`config.mk`:
```
export PLATFORM = sky130hd
export DESIGN_NAME = ctlp_top
export DESIGN_NICKNAME = d
export VERILOG_FILES = /design/src/rtl/ctlp_pkg.sv /design/src/rtl/ctlp_sync.sv /design/src/rtl/ctlp_rx.sv /design/src/rtl/ctlp_regs.sv /design/src/rtl/ctlp_top.sv
export SDC_FILE = /design/constraint.sdc
export NUM_CORES = 1
export LEC_CHECK = 0
export BUFFER_PORTS_ARGS = -buffer_cell sky130_fd_sc_hd__buf_4
export CAP_MARGIN = 20
export CELL_PAD_IN_SITES_DETAIL_PLACEMENT = 1
export CELL_PAD_IN_SITES_GLOBAL_PLACEMENT = 1
export CORE_ASPECT_RATIO = 1.75
export CORE_MARGIN = 3
export CORE_UTILIZATION = 42
export CTS_CLUSTER_SIZE = 8
export DETAILED_ROUTE_END_ITERATION = 8
export MAX_ROUTING_LAYER = met4
export PLACE_DENSITY_LB_ADDON = 0.1
export SLEW_MARGIN = 40
export SYNTH_ARGS = -nofsm -noshare
export SYNTH_HDL_FRONTEND = slang
export SYNTH_SLANG_ARGS = --single-unit
export TNS_END_PERCENT = 30
```
`constraint.sdc`:
```
create_clock -name clk -period 1.6 [get_ports clk]
set_input_delay 0.24 -clock clk [delete_from_list [all_inputs] [get_ports clk]]
set_output_delay 0.24 -clock clk [all_outputs]
set_load 0.02 [all_outputs]
```
`src/rtl/ctlp_pkg.sv`:
```
package ctlp_pkg;
    localparam int FRAME_W  = 16;
    localparam int ADDR_W   = 3;
    localparam int RANGE_W  = 4;

    localparam int ADDR_LSB = FRAME_W - ADDR_W;   // 13
    localparam int RW_BIT   = ADDR_LSB - 1;       // 12
    localparam int RSV_HI   = RW_BIT - 1;         // 11
    localparam int RANGE_LSB = RSV_HI - RANGE_W;  // 7
    localparam int CLRSEL_BIT = RANGE_LSB - 1;    // 6
    localparam int OUTEN_BIT  = CLRSEL_BIT - 1;   // 5
    localparam int CLR_BIT    = OUTEN_BIT - 1;    // 4
    localparam int REXT_BIT   = CLR_BIT - 1;      // 3
    localparam int SRST_BIT   = REXT_BIT - 1;     // 2

    typedef struct packed {
        logic [RANGE_W-1:0] range;
        logic               clr_sel;
        logic               out_en;
        logic               clr;
        logic               rext_sel;
    } ctl_fields_t;

    typedef enum logic [1:0] {
        RX_IDLE  = 2'd0,
        RX_SHIFT = 2'd1,
        RX_FULL  = 2'd2,
        RX_OVER  = 2'd3
    } rx_state_t;
endpackage

```
`src/rtl/ctlp_sync.sv`:
```
module ctlp_sync #(
    parameter int              W       = 1,
    parameter int              STAGES  = 2,
    parameter logic [W-1:0]    RST_VAL = '0
) (
    input  logic         clk,
    input  logic         rst_n,
    input  logic [W-1:0] d,
    output logic [W-1:0] q
);
    logic [W-1:0] stg [STAGES];

    always_ff @(posedge clk or negedge rst_n) begin
        if (!rst_n) begin
            for (int i = 0; i < STAGES; i++) stg[i] <= RST_VAL;
        end else begin
            stg[0] <= d;
            for (int i = 1; i < STAGES; i++) stg[i] <= stg[i-1];
        end
    end

    assign q = stg[STAGES-1];
endmodule

```
`src/rtl/ctlp_rx.sv`:
```
module ctlp_rx
    import ctlp_pkg::*;
#(
    parameter int FW = FRAME_W
) (
    input  logic          clk,
    input  logic          rst_n,
    input  logic          sclk_s,
    input  logic          cs_n_s,
    input  logic          sdi_s,
    output logic [FW-1:0] frame_word,
    output logic          frame_ok
);
    localparam int CNT_W = $clog2(FW + 1);

    rx_state_t  state_q, state_d;
    logic       sclk_q, cs_q;
    logic [CNT_W-1:0] cnt_q;
    logic       sclk_fall, cs_rise, cs_fall;

    assign sclk_fall = sclk_q & ~sclk_s;
    assign cs_rise   = ~cs_q & cs_n_s;
    assign cs_fall   = cs_q & ~cs_n_s;

    always_comb begin
        state_d = state_q;
        unique case (state_q)
            RX_IDLE:  if (cs_fall) state_d = RX_SHIFT;
            RX_SHIFT: begin
                if (cs_rise)
                    state_d = RX_IDLE;
                else if (sclk_fall && cnt_q == CNT_W'(FW - 1))
                    state_d = RX_FULL;
            end
            RX_FULL: begin
                if (cs_rise)        state_d = RX_IDLE;
                else if (sclk_fall) state_d = RX_OVER;
            end
            RX_OVER:  if (cs_rise) state_d = RX_IDLE;
        endcase
    end

    // state register
    always_ff @(posedge clk or negedge rst_n) begin
        if (!rst_n) state_q <= RX_IDLE;
        else        state_q <= state_d;
    end

    // datapath and outputs
    always_ff @(posedge clk or negedge rst_n) begin
        if (!rst_n) begin
            sclk_q     <= 1'b0;
            cs_q       <= 1'b1;
            cnt_q      <= '0;
            frame_word <= '0;
            frame_ok   <= 1'b0;
        end else begin
            sclk_q   <= sclk_s;
            cs_q     <= cs_n_s;
            frame_ok <= (state_q == RX_FULL) && cs_rise;
            if (state_q == RX_IDLE) begin
                cnt_q <= '0;
            end else if (state_q == RX_SHIFT && sclk_fall && !cs_rise) begin
                frame_word <= {frame_word[FW-2:0], sdi_s};
                cnt_q      <= cnt_q + 1'b1;
            end
        end
    end

    AST_CNT_BOUND: assert property (@(posedge clk) disable iff (!rst_n)
        cnt_q <= CNT_W'(FW)) else $error("bit count past frame length");
    AST_OK_IDLE: assert property (@(posedge clk) disable iff (!rst_n)
        frame_ok |-> state_q == RX_IDLE) else $error("commit outside idle");
endmodule

```
`src/rtl/ctlp_regs.sv`:
```
module ctlp_regs
    import ctlp_pkg::*;
(
    input  logic               clk,
    input  logic               rst_n,
    input  logic [FRAME_W-1:0] frame_word,
    input  logic               frame_ok,
    input  logic [ADDR_W-1:0]  addr_strap,
    input  logic               lvl_rst_n,
    input  logic               hw_sel,
    input  logic [RANGE_W-1:0] hw_range,
    input  logic               hw_outen,
    output ctl_fields_t        fields_o,
    output logic               tristate_o
);
    ctl_fields_t soft_q, pin_f, sel_f;
    logic        addr_hit, fmt_ok, accept;

    assign addr_hit = frame_word[FRAME_W-1:ADDR_LSB] == addr_strap;
    assign fmt_ok   = !frame_word[RW_BIT] && !frame_word[RSV_HI]
                      && frame_word[1:0] == 2'b00;
    assign accept   = frame_ok && addr_hit && fmt_ok && !hw_sel && lvl_rst_n;

    always_ff @(posedge clk or negedge rst_n) begin
        if (!rst_n) begin
            soft_q <= '0;
        end else if (!hw_sel) begin
            if (!lvl_rst_n) begin
                soft_q <= '0;
            end else if (accept) begin
                if (frame_word[SRST_BIT]) begin
                    soft_q <= '0;
                end else begin
                    soft_q.range    <= frame_word[RANGE_LSB +: RANGE_W];
                    soft_q.clr_sel  <= frame_word[CLRSEL_BIT];
                    soft_q.out_en   <= frame_word[OUTEN_BIT];
                    soft_q.clr      <= frame_word[CLR_BIT];
                    soft_q.rext_sel <= frame_word[REXT_BIT];
                end
            end
        end
    end

    always_comb begin
        pin_f        = '0;
        pin_f.range  = hw_range;
        pin_f.out_en = hw_outen;
        sel_f        = hw_sel ? pin_f : soft_q;
    end

    always_ff @(posedge clk or negedge rst_n) begin
        if (!rst_n) begin
            fields_o   <= '0;
            tristate_o <= 1'b1;
        end else begin
            fields_o   <= sel_f;
            tristate_o <= ~sel_f.out_en;
        end
    end

    AST_HOLD_IDLE: assert property (@(posedge clk) disable iff (!rst_n)
        (!accept && lvl_rst_n) |=> $stable(soft_q)) else $error("fields moved without write");
    AST_LVL_CLEAR: assert property (@(posedge clk) disable iff (!rst_n)
        (!hw_sel && !lvl_rst_n) |=> soft_q == '0) else $error("level reset not applied");
    AST_SOFT_CLEAR: assert property (@(posedge clk) disable iff (!rst_n)
        (accept && frame_word[SRST_BIT]) |=> soft_q == '0) else $error("soft reset not applied");
    AST_PIN_KEEP: assert property (@(posedge clk) disable iff (!rst_n)
        hw_sel |=> $stable(soft_q)) else $error("serial state touched in pin mode");
endmodule

```
`src/rtl/ctlp_top.sv`:
```
module ctlp_top
    import ctlp_pkg::*;
#(
    parameter int SYNC_STAGES = 2
) (
    input  logic               clk,
    input  logic               rst_n,
    input  logic               spi_sclk,
    input  logic               spi_cs_n,
    input  logic               spi_sdi,
    input  logic [ADDR_W-1:0]  addr_strap,
    input  logic               rst_pin_n,
    input  logic               hw_sel,
    input  logic [RANGE_W-1:0] hw_range,
    input  logic               hw_outen,
    output logic [RANGE_W-1:0] range_code,
    output logic               clr_sel,
    output logic               out_en,
    output logic               clr,
    output logic               rext_sel,
    output logic               out_tristate
);
    logic [3:0]         sync_q;
    logic [FRAME_W-1:0] frame_word;
    logic               frame_ok;
    ctl_fields_t        fields;

    ctlp_sync #(.W(4), .STAGES(SYNC_STAGES), .RST_VAL(4'b0101)) u_sync (
        .clk   (clk),
        .rst_n (rst_n),
        .d     ({spi_sclk, spi_cs_n, spi_sdi, rst_pin_n}),
        .q     (sync_q)
    );

    ctlp_rx #(.FW(FRAME_W)) u_rx (
        .clk        (clk),
        .rst_n      (rst_n),
        .sclk_s     (sync_q[3]),
        .cs_n_s     (sync_q[2]),
        .sdi_s      (sync_q[1]),
        .frame_word (frame_word),
        .frame_ok   (frame_ok)
    );

    ctlp_regs u_regs (
        .clk        (clk),
        .rst_n      (rst_n),
        .frame_word (frame_word),
        .frame_ok   (frame_ok),
        .addr_strap (addr_strap),
        .lvl_rst_n  (sync_q[0]),
        .hw_sel     (hw_sel),
        .hw_range   (hw_range),
        .hw_outen   (hw_outen),
        .fields_o   (fields),
        .tristate_o (out_tristate)
    );

    assign range_code = fields.range;
    assign clr_sel    = fields.clr_sel;
    assign out_en     = fields.out_en;
    assign clr        = fields.clr;
    assign rext_sel   = fields.rext_sel;
endmodule

```
==> metrics.md <==
| Metric | Value |
|---|---|
| Root Driver | `clkbuf_8` |
| Post-synthesis cell type count | `28` |
| RSZ-0062 raised after global routing | `true` |
| Area grow syn2layout | `26.1%` |
| Clock Pin Slew Worst Setup and Hold Paths | `0.08 ns` |
| # IOs | `24` |
| Mapped Cells | `132` |
| First-pass GRT wire length | `6.04 mm` |
| YS warnings | `0` |
| IO Port Bufs | `23` |
| GRT Overall Usage | `14.9%` |
| # fillers | `453` |
| Top-area cell type share of the netlist area | `57.5%` |
| Syn_area_per_cell | `14.8 um2` |
| HP Class | `in -> reg` |
| CP peak stage delay | `0.56 ns` |
| Initial drt markers | `16` |
| Number of synthesized flops with an enable pin | `0` |
| Fin crit share | `103%` |
| Routed WL per cell | `16.7 um` |
| DRC | `0` |
| Average vias per placed instance | `5.22` |
| Violated checks | `negative setup slack` |
| Crit-path max FO | `6` |
| Most frequent cells after synthesis | `45 x dfrtp_1, 21 x mux2_2, 9 x a22o_1` |
| Final min period | `1.65 ns` |
| Share of cells above drive strength 1 | `48.5%` |
| Top cells by area, synth | `dfrtp_1 57%, mux2_2 12%, dfstp_2 8.0%` |
| Row cnt | `32` |
| Crit Path Category | `reg -> reg` |
| Power density over the cells | `989 nW/um2` |
| Slowest cell on crit path | `dfstp_2` |
| Clock skew after layout | `0.00428 ns` |
| CP arrival | `1.83 ns` |
| Initial Utilization | `44.1%` |
| Setup slack after layout | `-0.0451 ns` |
| Setup crit start kind | `register` |
| CTS Buf Count | `5` |
| Die height | `96.4 um` |
| Crit path buffers/inverters | `2` |
| Vias in the first global route | `1260` |
| Crit-path cells | `nor2b_4 > nor4bb_4 > buf_6 > clkbuf_16 > mux2_2` |
| Diodes inserted | `0` |
| Sequential element share of the synthesized area | `65.5%` |
| Most used DFF post-synth | `dfrtp_1` |
| Nets | `187` |
| Crit path max-delay family | `flip-flops` |
| Max-slew headroom | `58.6%` |
| Drt pass-1 iters | `4` |
| Via count | `1159` |
| Syn nets | `149` |
| Antenna-violating nets left | `0` |
| Clk buf depth | `2` |
| Skew-Pair Late Insertion Delay | `0.29 ns` |
| Pin count of the biggest net entering global routing | `52` |
| Peak supply drop | `746 uV` |
| Top-count cell post-synth | `dfrtp_1` |
| DIE AREA | `5550 um2` |
| Total power draw | `2.44 mW` |
| Status | `finished, violations left` |
| Grt total ovfl | `0` |
| Final wirelength | `3.71 mm` |
| Clk sink count | `51` |
| Slew @ Worst Pin | `0.621 ns` |
| Number of max-cap violations | `0` |
| Die Wd | `57.6 um` |
| Mapped cell area | `1960 um2` |
| CP required | `1.78 ns` |
| Fin. Hold Viols | `0` |
| Leak | `1.22 nW` |
| # H-tree levels | `2` |
| Largest area contributor in the netlist | `dfrtp_1` |
| Final core occ | `55.6%` |
| Crit end category | `register` |
| Async SR Flop Fraction | `100%` |
| Core area | `4440 um2` |
| Synthesized flop and latch total | `51` |
| RePlAce Congestion | `0.691` |
| Fin. max-slew vios | `0` |
| CTS tree | `done` |
| Maximum clock rate | `0.608 GHz` |
| Initial antenna violation count | `0` |
| Final setup violation count | `18` |
| Dpl hpwl | `2.60 mm` |
## layout make-up
cell class,instances,area (um2),share of cell area [%]
well taps,51,63.8,2.58
multi-input cells,72,704,28.5
inverters,2,7.51,0.304
clock buffers,7,76.3,3.09
flip-flops and latches,51,1280,52.0
clock inverters,1,5.00,0.203
repair buffers,38,329,13.3
## per-layer routing
metal,vias to the layer above,part of all wire (%),GRT usage (%)
met5,-,0,-
met1,594,37,16.5
met2,23,58,25.8
met4,0,1.4,5.80
met3,4,3.7,3.36
li1,538,-,-
## cell families after synthesis
logic type / after synthesis / share of synthesized area [%]
AND/OR/NAND/NOR: 25 / 8.43
adder cells (fa/ha/maj): 2 / 1.28
flip-flops: 51 / 65.5
XOR/XNOR: 4 / 1.79
buffers and inverters: 9 / 2.87
AO/OA/AOI/OAI: 18 / 7.02
multiplexers: 23 / 13.1
## stage by stage
step                setup WS (ns)  cells  TNS (ns)  hold slack (ns)  cell area [um2]
floorplan               -0.000515    132  -0.00515          -0.0556             1960
global route               -0.112    222     -1.71           0.0292             2470
finish                    -0.0451    222    -0.346           0.0527             2470
CTS                       -0.0459    220    -0.576           0.0367             2380
global placement          -0.0122    210    -0.110            0.299             2260
detailed placement        -0.0684    210     -1.09            0.302             2260
## flip-flops by register name, indices dropped and copies added (netlist names)
register	flops
u_rx.frame_word	16
u_regs.tristate_o	1
u_rx.frame_ok	1
u_sync.stg	4
u_sync.q	4
u_regs.soft_q	8
u_rx.cs_q	1
u_rx.state_q	2
u_rx.sclk_q	1
u_rx.cnt_q	5
u_regs.fields_o	8
## cell usage in the layout (no fill, tap or decap), types with 2 or more instances in the layout
cell type,Yosys,final
mux2i_1,2,2
ha_2,0,2
and2b_2,3,3
nor2_1,8,8
mux2_2,21,9
dfstp_2,6,6
o21ai_0,4,4
and3_1,3,2
buf_4,2,32
buf_6,2,3
a22o_1,9,9
dfrtp_1,45,45
xor2_1,4,4
clkbuf_1,3,2
clkbuf_8,0,5
mux2_4,0,12
a31oi_1,2,2
inv_1,2,2
## report_power, final
part	internal, mW	leakage, nW	switching, mW	total (mW)
Combinational	0.173	0.512	0.109	0.283
Clock	0.308	0.0422	0.383	0.691
Sequential	1.39	0.665	0.0807	1.47
## path summary, 6_finish.rpt
kind / start / to / slack, ns / cells past startpoint
hold reg to reg: u_sync.stg[6] / u_sync.q[2] / 0.36 / 0
min in group asynchronous: rst_n / u_regs.fields_o[2] / 0.50 / 2
setup / recovery: u_rx.cs_q / u_rx.frame_word[12] / -0.05 / 5
max in group asynchronous: rst_n / u_sync.q[1] / 0.68 / 2
hold / removal: spi_sdi / u_sync.stg[5] / 0.05 / 1
setup reg to reg: u_rx.cs_q / u_rx.frame_word[12] / -0.05 / 5
## worst reg2reg max path, cell delays in order (launching register included)
cell and delay [ns]:
dfstp_2 0.56, nor2b_4 0.05, nor4bb_4 0.29, buf_6 0.17, clkbuf_16 0.15, mux2_2 0.32
## timing repair
item | CTS | global route
setup endpoints to repair | 27 | 30
endpoints found under the hold margin | 45 | 0
setup buffers | 1 | 2
hold buffers | 1 | 0
cloned | 0 | 1
pin swaps | 1 | 3
resized for setup | 6 | 16
Note: power is estimated with default switching activity, not from simulation.
